### src/rtl/wp_lock_pkg.sv
package wp_lock_pkg;

  // Address-window test shared by the region decoder.
  function automatic logic in_window(input int unsigned addr,
                                     input int unsigned base,
                                     input int unsigned len);
    return (addr >= base) && (addr < base + len);
  endfunction

  // Next state of a two-write lock sequencer.
  typedef struct packed {
    logic armed;
    logic locked;
  } seq_state_t;

  function automatic seq_state_t seq_next(input seq_state_t cur,
                                          input logic key_hit);
    seq_state_t nxt;
    nxt = cur;
    if (key_hit) begin
      if (cur.armed) nxt.locked = 1'b1;
      nxt.armed = 1'b1;
    end
    return nxt;
  endfunction

endpackage

### src/rtl/wp_seq_lock.sv
module wp_seq_lock #(
  parameter int unsigned     AW       = 5,
  parameter int unsigned     DW       = 8,
  parameter logic [AW-1:0]   KEY_ADDR = '0,
  parameter logic [DW-1:0]   KEY_BYTE = '0
) (
  input  logic          clk,
  input  logic          por_n,
  input  logic          nv_init,
  input  logic          wr_en,
  input  logic [AW-1:0] wr_addr,
  input  logic [DW-1:0] wr_data,
  output logic          key_hit,
  output logic          armed,
  output logic          locked
);
  import wp_lock_pkg::*;

  seq_state_t cur_s, nxt_s;

  assign key_hit = wr_en && (wr_addr == KEY_ADDR) && (wr_data == KEY_BYTE);
  assign cur_s   = '{armed: armed, locked: locked};
  assign nxt_s   = seq_next(cur_s, key_hit);

  // First-write flag: volatile, lost on power-on reset.
  always_ff @(posedge clk or negedge por_n) begin
    if (!por_n) armed <= 1'b0;
    else        armed <= nxt_s.armed;
  end

  // Lock flag: survives power-on reset, cleared only by nonvolatile init.
  always_ff @(posedge clk or posedge nv_init) begin
    if (nv_init) locked <= 1'b0;
    else         locked <= nxt_s.locked;
  end

endmodule

### src/rtl/wp_region_gate.sv
module wp_region_gate #(
  parameter int unsigned AW       = 5,
  parameter int unsigned CFG_ADDR = 0,
  parameter int unsigned ETC_BASE = 1,
  parameter int unsigned ETC_LEN  = 4,
  parameter int unsigned EVT_BASE = 5,
  parameter int unsigned EVT_LEN  = 2,
  parameter int unsigned ALM_BASE = 7,
  parameter int unsigned ALM_LEN  = 4,
  parameter int unsigned MEM_BASE = 11,
  parameter int unsigned MEM_LEN  = 10
) (
  input  logic          wr_en,
  input  logic [AW-1:0] wr_addr,
  input  logic          data_lock,
  input  logic          mem_lock,
  output logic          data_hit,
  output logic          mem_hit,
  output logic          cfg_hit,
  output logic          data_we,
  output logic          mem_we
);
  import wp_lock_pkg::*;

  localparam int unsigned NREG = 3;
  localparam int unsigned BASES [NREG] = '{ETC_BASE, EVT_BASE, ALM_BASE};
  localparam int unsigned LENS  [NREG] = '{ETC_LEN,  EVT_LEN,  ALM_LEN};

  logic [NREG-1:0] sub_hit;
  int unsigned     addr_i;

  assign addr_i = 32'(wr_addr);

  for (genvar g = 0; g < NREG; g++) begin : g_sub
    assign sub_hit[g] = in_window(addr_i, BASES[g], LENS[g]);
  end

  assign data_hit = |sub_hit;
  assign mem_hit  = in_window(addr_i, MEM_BASE, MEM_LEN);
  assign cfg_hit  = (addr_i == CFG_ADDR);

  assign data_we  = wr_en && data_hit && !data_lock;
  assign mem_we   = wr_en && mem_hit  && !mem_lock;

endmodule

### src/rtl/wp_clr_gate.sv
module wp_clr_gate (
  input  logic clk,
  input  logic por_n,
  input  logic cfg_wr,
  input  logic cfg_bit,
  input  logic clr_cmd,
  input  logic data_lock,
  output logic clr_ok,
  output logic rst_en,
  output logic clr_pulse
);

  assign clr_ok = clr_cmd && rst_en && !data_lock;

  always_ff @(posedge clk or negedge por_n) begin
    if (!por_n) begin
      rst_en    <= 1'b0;
      clr_pulse <= 1'b0;
    end else begin
      if (cfg_wr) rst_en <= cfg_bit;
      clr_pulse <= clr_ok;
    end
  end

endmodule

### src/rtl/wp_lock_ctrl.sv
module wp_lock_ctrl #(
  parameter int unsigned   AW        = 5,
  parameter int unsigned   DW        = 8,
  parameter int unsigned   CFG_ADDR  = 0,
  parameter int unsigned   RE_BIT    = 0,
  parameter int unsigned   ETC_BASE  = 1,
  parameter int unsigned   ETC_LEN   = 4,
  parameter int unsigned   EVT_BASE  = 5,
  parameter int unsigned   EVT_LEN   = 2,
  parameter int unsigned   ALM_BASE  = 7,
  parameter int unsigned   ALM_LEN   = 4,
  parameter int unsigned   MEM_BASE  = 11,
  parameter int unsigned   MEM_LEN   = 10,
  parameter logic [AW-1:0] DKEY_ADDR = 5'h1E,
  parameter logic [DW-1:0] DKEY_BYTE = 8'hAA,
  parameter logic [AW-1:0] MKEY_ADDR = 5'h1F,
  parameter logic [DW-1:0] MKEY_BYTE = 8'hF0
) (
  input  logic          clk,
  input  logic          por_n,
  input  logic          nv_init,
  input  logic          wr_en,
  input  logic [AW-1:0] wr_addr,
  input  logic [DW-1:0] wr_data,
  input  logic          clr_cmd,
  output logic          data_lock,
  output logic          mem_lock,
  output logic          rst_en,
  output logic          data_we,
  output logic          mem_we,
  output logic          clr_pulse
);

  // Named internal events, brought out for the checker.
  logic data_key_hit, data_armed;
  logic mem_key_hit,  mem_armed;
  logic data_hit, mem_hit, cfg_hit;
  logic clr_ok;

  wp_seq_lock #(.AW(AW), .DW(DW), .KEY_ADDR(DKEY_ADDR), .KEY_BYTE(DKEY_BYTE)) u_data_seq (
    .clk(clk), .por_n(por_n), .nv_init(nv_init),
    .wr_en(wr_en), .wr_addr(wr_addr), .wr_data(wr_data),
    .key_hit(data_key_hit), .armed(data_armed), .locked(data_lock)
  );

  wp_seq_lock #(.AW(AW), .DW(DW), .KEY_ADDR(MKEY_ADDR), .KEY_BYTE(MKEY_BYTE)) u_mem_seq (
    .clk(clk), .por_n(por_n), .nv_init(nv_init),
    .wr_en(wr_en), .wr_addr(wr_addr), .wr_data(wr_data),
    .key_hit(mem_key_hit), .armed(mem_armed), .locked(mem_lock)
  );

  wp_region_gate #(
    .AW(AW), .CFG_ADDR(CFG_ADDR),
    .ETC_BASE(ETC_BASE), .ETC_LEN(ETC_LEN),
    .EVT_BASE(EVT_BASE), .EVT_LEN(EVT_LEN),
    .ALM_BASE(ALM_BASE), .ALM_LEN(ALM_LEN),
    .MEM_BASE(MEM_BASE), .MEM_LEN(MEM_LEN)
  ) u_gate (
    .wr_en(wr_en), .wr_addr(wr_addr),
    .data_lock(data_lock), .mem_lock(mem_lock),
    .data_hit(data_hit), .mem_hit(mem_hit), .cfg_hit(cfg_hit),
    .data_we(data_we), .mem_we(mem_we)
  );

  wp_clr_gate u_clr (
    .clk(clk), .por_n(por_n),
    .cfg_wr(wr_en && cfg_hit), .cfg_bit(wr_data[RE_BIT]),
    .clr_cmd(clr_cmd), .data_lock(data_lock),
    .clr_ok(clr_ok), .rst_en(rst_en), .clr_pulse(clr_pulse)
  );

endmodule

### config.mk
export PLATFORM = sky130hd
export DESIGN_NAME = wp_lock_ctrl
export DESIGN_NICKNAME = d
export VERILOG_FILES = /design/src/rtl/wp_lock_pkg.sv /design/src/rtl/wp_seq_lock.sv /design/src/rtl/wp_region_gate.sv /design/src/rtl/wp_clr_gate.sv /design/src/rtl/wp_lock_ctrl.sv
export SDC_FILE = /design/constraint.sdc
export NUM_CORES = 1
export LEC_CHECK = 0
export ABC_AREA = 1
export BUFFER_PORTS_ARGS = -buffer_cell sky130_fd_sc_hd__buf_4
export CORE_AREA = 5 5 42 44
export DETAILED_ROUTE_END_ITERATION = 6
export DIE_AREA = 0 0 47 49
export HOLD_SLACK_MARGIN = 0.02
export RECOVER_POWER = 100
export SETUP_SLACK_MARGIN = 0.2
export SLEW_MARGIN = 20
export SYNTH_ARGS = -nofsm -noshare
export SYNTH_HDL_FRONTEND = slang
export SYNTH_SLANG_ARGS = --single-unit
export TNS_END_PERCENT = 10
### constraint.sdc
create_clock -name clk -period 1.1 [get_ports clk]
set_clock_uncertainty 0.1 [all_clocks]
set_input_delay 0.22 -clock clk [delete_from_list [all_inputs] [get_ports clk]]
set_output_delay 0.22 -clock clk [all_outputs]
set_load 0.01 [all_outputs]
# --- Word level (Yosys, flattened, before mapping) ---
# Cells that the tools add are included.
totals:
  regBits: 6
  in_bits: 18
  output_inout_bits: 6
  wordCells: 39
classes:
  order_cmp: 8
  n_eq_ne: 4
  reduce_logical: 21
ops:
  columns: ["op", "n"]
  rows:
  - ["$logic_not 32->1", 1]
  - ["$eq 8x8->1 const B", 2]
  - ["$logic_and 1x1->1", 15]
  - ["$eq 5x5->1 const B", 2]
  - ["$ge 5x3->1 const B", 2]
  - ["$lt 5x3->1 const B", 2]
  - ["$ge 5x1->1 const B", 1]
  - ["$ge 5x4->1 const B", 1]
  - ["$lt 5x4->1 const B", 1]
  - ["$lt 5x5->1 const B", 1]
  - ["$reduce_and 2->1", 2]
  - ["$reduce_or 3->1", 1]
  - ["$logic_not 1->1", 2]

# --- Longest topological paths before layout ---
logic_depth:
  word_depth: 5
  ltp_mapped: 6
  mapped_depth_nobuf: 6

# --- Modules after synthesis ---
# From an unflattened synthesis, not the netlist that was laid out.
hier_totals:
  hier_cells: 87
  hier_area_um2: 498.0
by_module_without_submodules:
  columns: ["mod", "instances", "cells_per_inst", "area_per_inst_um2", "seq_area_each_um2"]
  rows:
  - ["wp_seq_lock (u_data_seq)", 1, 29, 162.7, 50.0]
  - ["wp_seq_lock (u_mem_seq)", 1, 26, 151.4, 50.0]
  - ["wp_region_gate", 1, 22, 101.3, 0.0]
  - ["wp_clr_gate", 1, 8, 75.1, 50.0]
  - ["wp_lock_ctrl", 1, 2, 7.5, 0.0]

# --- Least setup slack after synthesis ---
# Ideal clock, no wire load.
synth_path:
  path_kind: "reg2out"
  startpoint: "register u_data_seq.locked"
  endpoint: "output data_we"
  arrival_ns: 0.726
  t_required_ns: 0.780
  setup_slack_ns: 0.054
  path_stages_with_launch: 4
  n_path_buf: 0
  cell_sequence: "dfrtp_1 > inv_1 > nand3_1 > nor2_1"
synth_via:
  elab_chain_len: 2
synth_rtl:
  columns: ["element", "line", "source"]
  rows:
  - ["from (decl)", "wp_seq_lock.sv:15", "output logic locked"]
  - ["from (signal assigned)", "wp_seq_lock.sv:34", "else locked <= nxt_s.locked;"]
  - ["$logic_not 1->1", "wp_region_gate.sv:42", "assign data_we = wr_en && data_hit && !data_lock;"]
  - ["$logic_and 1x1->1", "wp_region_gate.sv:42", null]
  - ["to (decl)", "wp_lock_ctrl.sv:29", "output logic data_we,"]
# Every way passes these cells.

# --- Worst setup path in the final report ---
layout_path:
  startpoint: "register u_mem_seq.locked"
  endpoint: "output mem_we"
layout_via:
  elab_chain_len: 2
layout_rtl:
  columns: ["element", "line", "source"]
  rows:
  - ["from (decl)", "wp_seq_lock.sv:15", null]
  - ["from (signal assigned)", "wp_seq_lock.sv:34", null]
  - ["$logic_not 1->1", "wp_region_gate.sv:43", "assign mem_we = wr_en && mem_hit && !mem_lock;"]
  - ["$logic_and 1x1->1", "wp_region_gate.sv:43", null]
  - ["to (decl)", "wp_lock_ctrl.sv:30", "output logic mem_we,"]
# Every way passes these cells.

==> impl_metrics.toml <==
[clock_tree]
htreeDepth = 1
cts_tree = "done"
cts_inserted_buffers = 3
cts_root_buffer = "clkbuf_4"
post_cts_buffers = 0
clock_latency_ns = 0.23
clockBufferDepth = 2
numClockSinks = 6
clkSlewWorstSetupHoldPaths_ns = 0.05

[global_routing]
antenna_found_initial = 0
grt_pass1_wl_mm = 1.683
grt-ovfl-total = 0
grt.total_usage_pct = 10.04
grt_pass1_vias = 429
grt_max_degree = 6

[floorplanning]
fp.dieH_um = 49
core_region_area_mm2 = 0.001401
rows = 14
ioPinCount = 24
initial_core_util_pct = 28.57
die_area_mm2 = 0.002303
die_x_um = 47

[setup_path]
cp.arrival_ns = 0.97
crit_slowest_cell = "dfrtp_1"
critPathRequiredTime_ns = 0.78
worst-path-max-fanout = 2
setup.worst_path.end_class = "output port"
path_class = "flop to output port"
startpoint_type = "flop"
crit_family = "flip-flops"
worst-path-buf-inv = 1
max_stage_delay_ns = 0.37
critical_path.cell_chain = "nor2_1 > nand2_1 > nor2_2 > buf_4"

[routing]
first_pass_iters = 4
ant_nets = 0
routed-via-count = 481
vias_per_cell = 4.147
wirelength_mm = 1.044
drt-initial-drc-count = 6
wire_per_inst_um = 9.000
drc_errors = 0

[place]
gp_congestion = 0.7518
portBuffers = 23
dpl.hpwl_um = 927.5
dp_cells = 111

[power_and_ir_drop]
vdd_drop_max_uv = 408.8
leakagePower_nw = 0.3696
power_density_mw_per_mm2 = 825.7
power_mw = 0.5682

[logic_synthesis]
yosys_warnings = 0
netlist_area_um2 = 400.4
syn_nets = 84
syn_avg_cell_area_um2 = 6.066
yosysSeqAreaShare_pct = 37.50
ys_ff_latch = 6
yosysUniqueCellTypes = 15
synthCells = 66

[layout]
mostFrequentLayoutCells = "buf_4 (21), nand2_1 (20), nor2_1 (13), inv_1 (10), clkbuf_4 (7)"
nets = 120
n_antenna_cell = 0
fin_util_pct = 49.11
final_common_cell = "buf_4"
layout.cells.non_filler = 116
drive_gt1_share_pct = 37.00
syn2layout_area_growth_pct = 71.87

[outcome]
violations = "setup timing"
status = "complete, but fails checks"

[run]
drv_cap = 0

[timing]
max_freq_ghz = 0.7762
period_minus_slack_ns = 1.288
tightestPinTransition_ns = 0.2299
drv_slew = 0
final_hold_viol_count = 0
fin_ws_ns = -0.1883
holdWs_ns = 0.1171
period_share_pct = 117.1
max_slew_margin_pct = 84.67
setup_viol = 4
grt_setup_unrepaired = "true"

[hold_path]
hp-class = "primary input to flop"
-- cells by family (layout without fill, tap and decap cells) --
kind of cell | count (synthesis) | after routing | share of synthesized area (%)
simple gates | 44 | 44 | 45.94
flops | 6 | 6 | 37.50
buf+inv | 13 | 47 | 12.19
compound gates | 3 | 3 | 4.373
-- synth_stat cells --
library cell / number / area, um^2
dfrtp_1: 6 / 150.1
o21ai_1: 1 / 5.000
nor2_1: 14 / 52.55
nand3_1: 4 / 20.02
nor2_2: 2 / 12.51
clkinv_1: 1 / 3.750
or2_1: 1 / 6.260
inv_1: 11 / 41.29
inv_2: 1 / 3.750
nand2_1: 20 / 75.07
o21bai_1: 1 / 7.510
nand4_1: 1 / 6.260
nor3_1: 1 / 5.000
o21ai_0: 1 / 5.000
nand2_2: 1 / 6.260
-- final timing paths --
kind                       slack, ns  depth (start not counted)                to              start
max in group asynchronous       0.46                          2   u_mem_seq.armed              por_n
min reg2reg                     0.37                          2  u_data_seq.armed   u_data_seq.armed
max reg2reg                     0.28                          2   u_clr.clr_pulse  u_data_seq.locked
min in group asynchronous       0.25                          2   u_clr.clr_pulse              por_n
min                             0.12                          3   u_clr.clr_pulse            clr_cmd
max                            -0.19                          4            mem_we   u_mem_seq.locked
-- metal layers --
metal	global-route usage, %	part of all wire [%]
met1	12.25	41
met2	15.61	53
met3	2.214	6.0
met4	5.530	0
met5	0	0
-- stage by stage --
| step | area (um^2) | setup TNS [ns] | worst slack, ns |
|---|---|---|---|
| final | 688.2 | -0.5929 | -0.1883 |
| after global routing | 688.2 | -0.7981 | -0.2616 |
| after CTS | 698.2 | -0.6545 | -0.2077 |
| after detailed placement | 643.1 | -0.1445 | -0.07111 |
| after global placement | 643.1 | -0.1160 | -0.05335 |
| after floorplan | 405.4 | 0 | 0.08921 |
-- what timing repair did --
item	in CTS	in global routing
hold buffers	2	0
pin swaps	1	0
gates resized for setup	4	0
hold endpoints to repair	6	0
endpoints found under the setup margin	6	6
-- worst reg2reg max path, delay by kind of cell, from the launching register on --
family	cells	cell delay, ns
buffers and inverters	1	0.14
flip-flops	1	0.38
AND/OR/NAND/NOR	1	0.12
-- where the power goes --
part / switching, mW / internal (mW)
sequential: 0.00596 / 0.228
combinational: 0.0570 / 0.0781
clock: 0.0755 / 0.123
total: 0.138 / 0.430
-- cell type report --
type	instances	area (um^2)
Clock buffer	3	22.52
Fill cell	161	713.2
Inverter	13	48.80
Multi-Input combinational cell	47	209.0
Sequential cell	6	150.1
Tap cell	16	20.02
Timing Repair Buffer	31	237.7
-- state kept, by name, indices dropped and copies added (netlist names) --
signal / cells
u_data_seq.armed: 1
u_mem_seq.locked: 1
u_mem_seq.armed: 1
u_data_seq.locked: 1
u_clr.rst_en: 1
u_clr.clr_pulse: 1
Power figures use the tool's default switching activity.
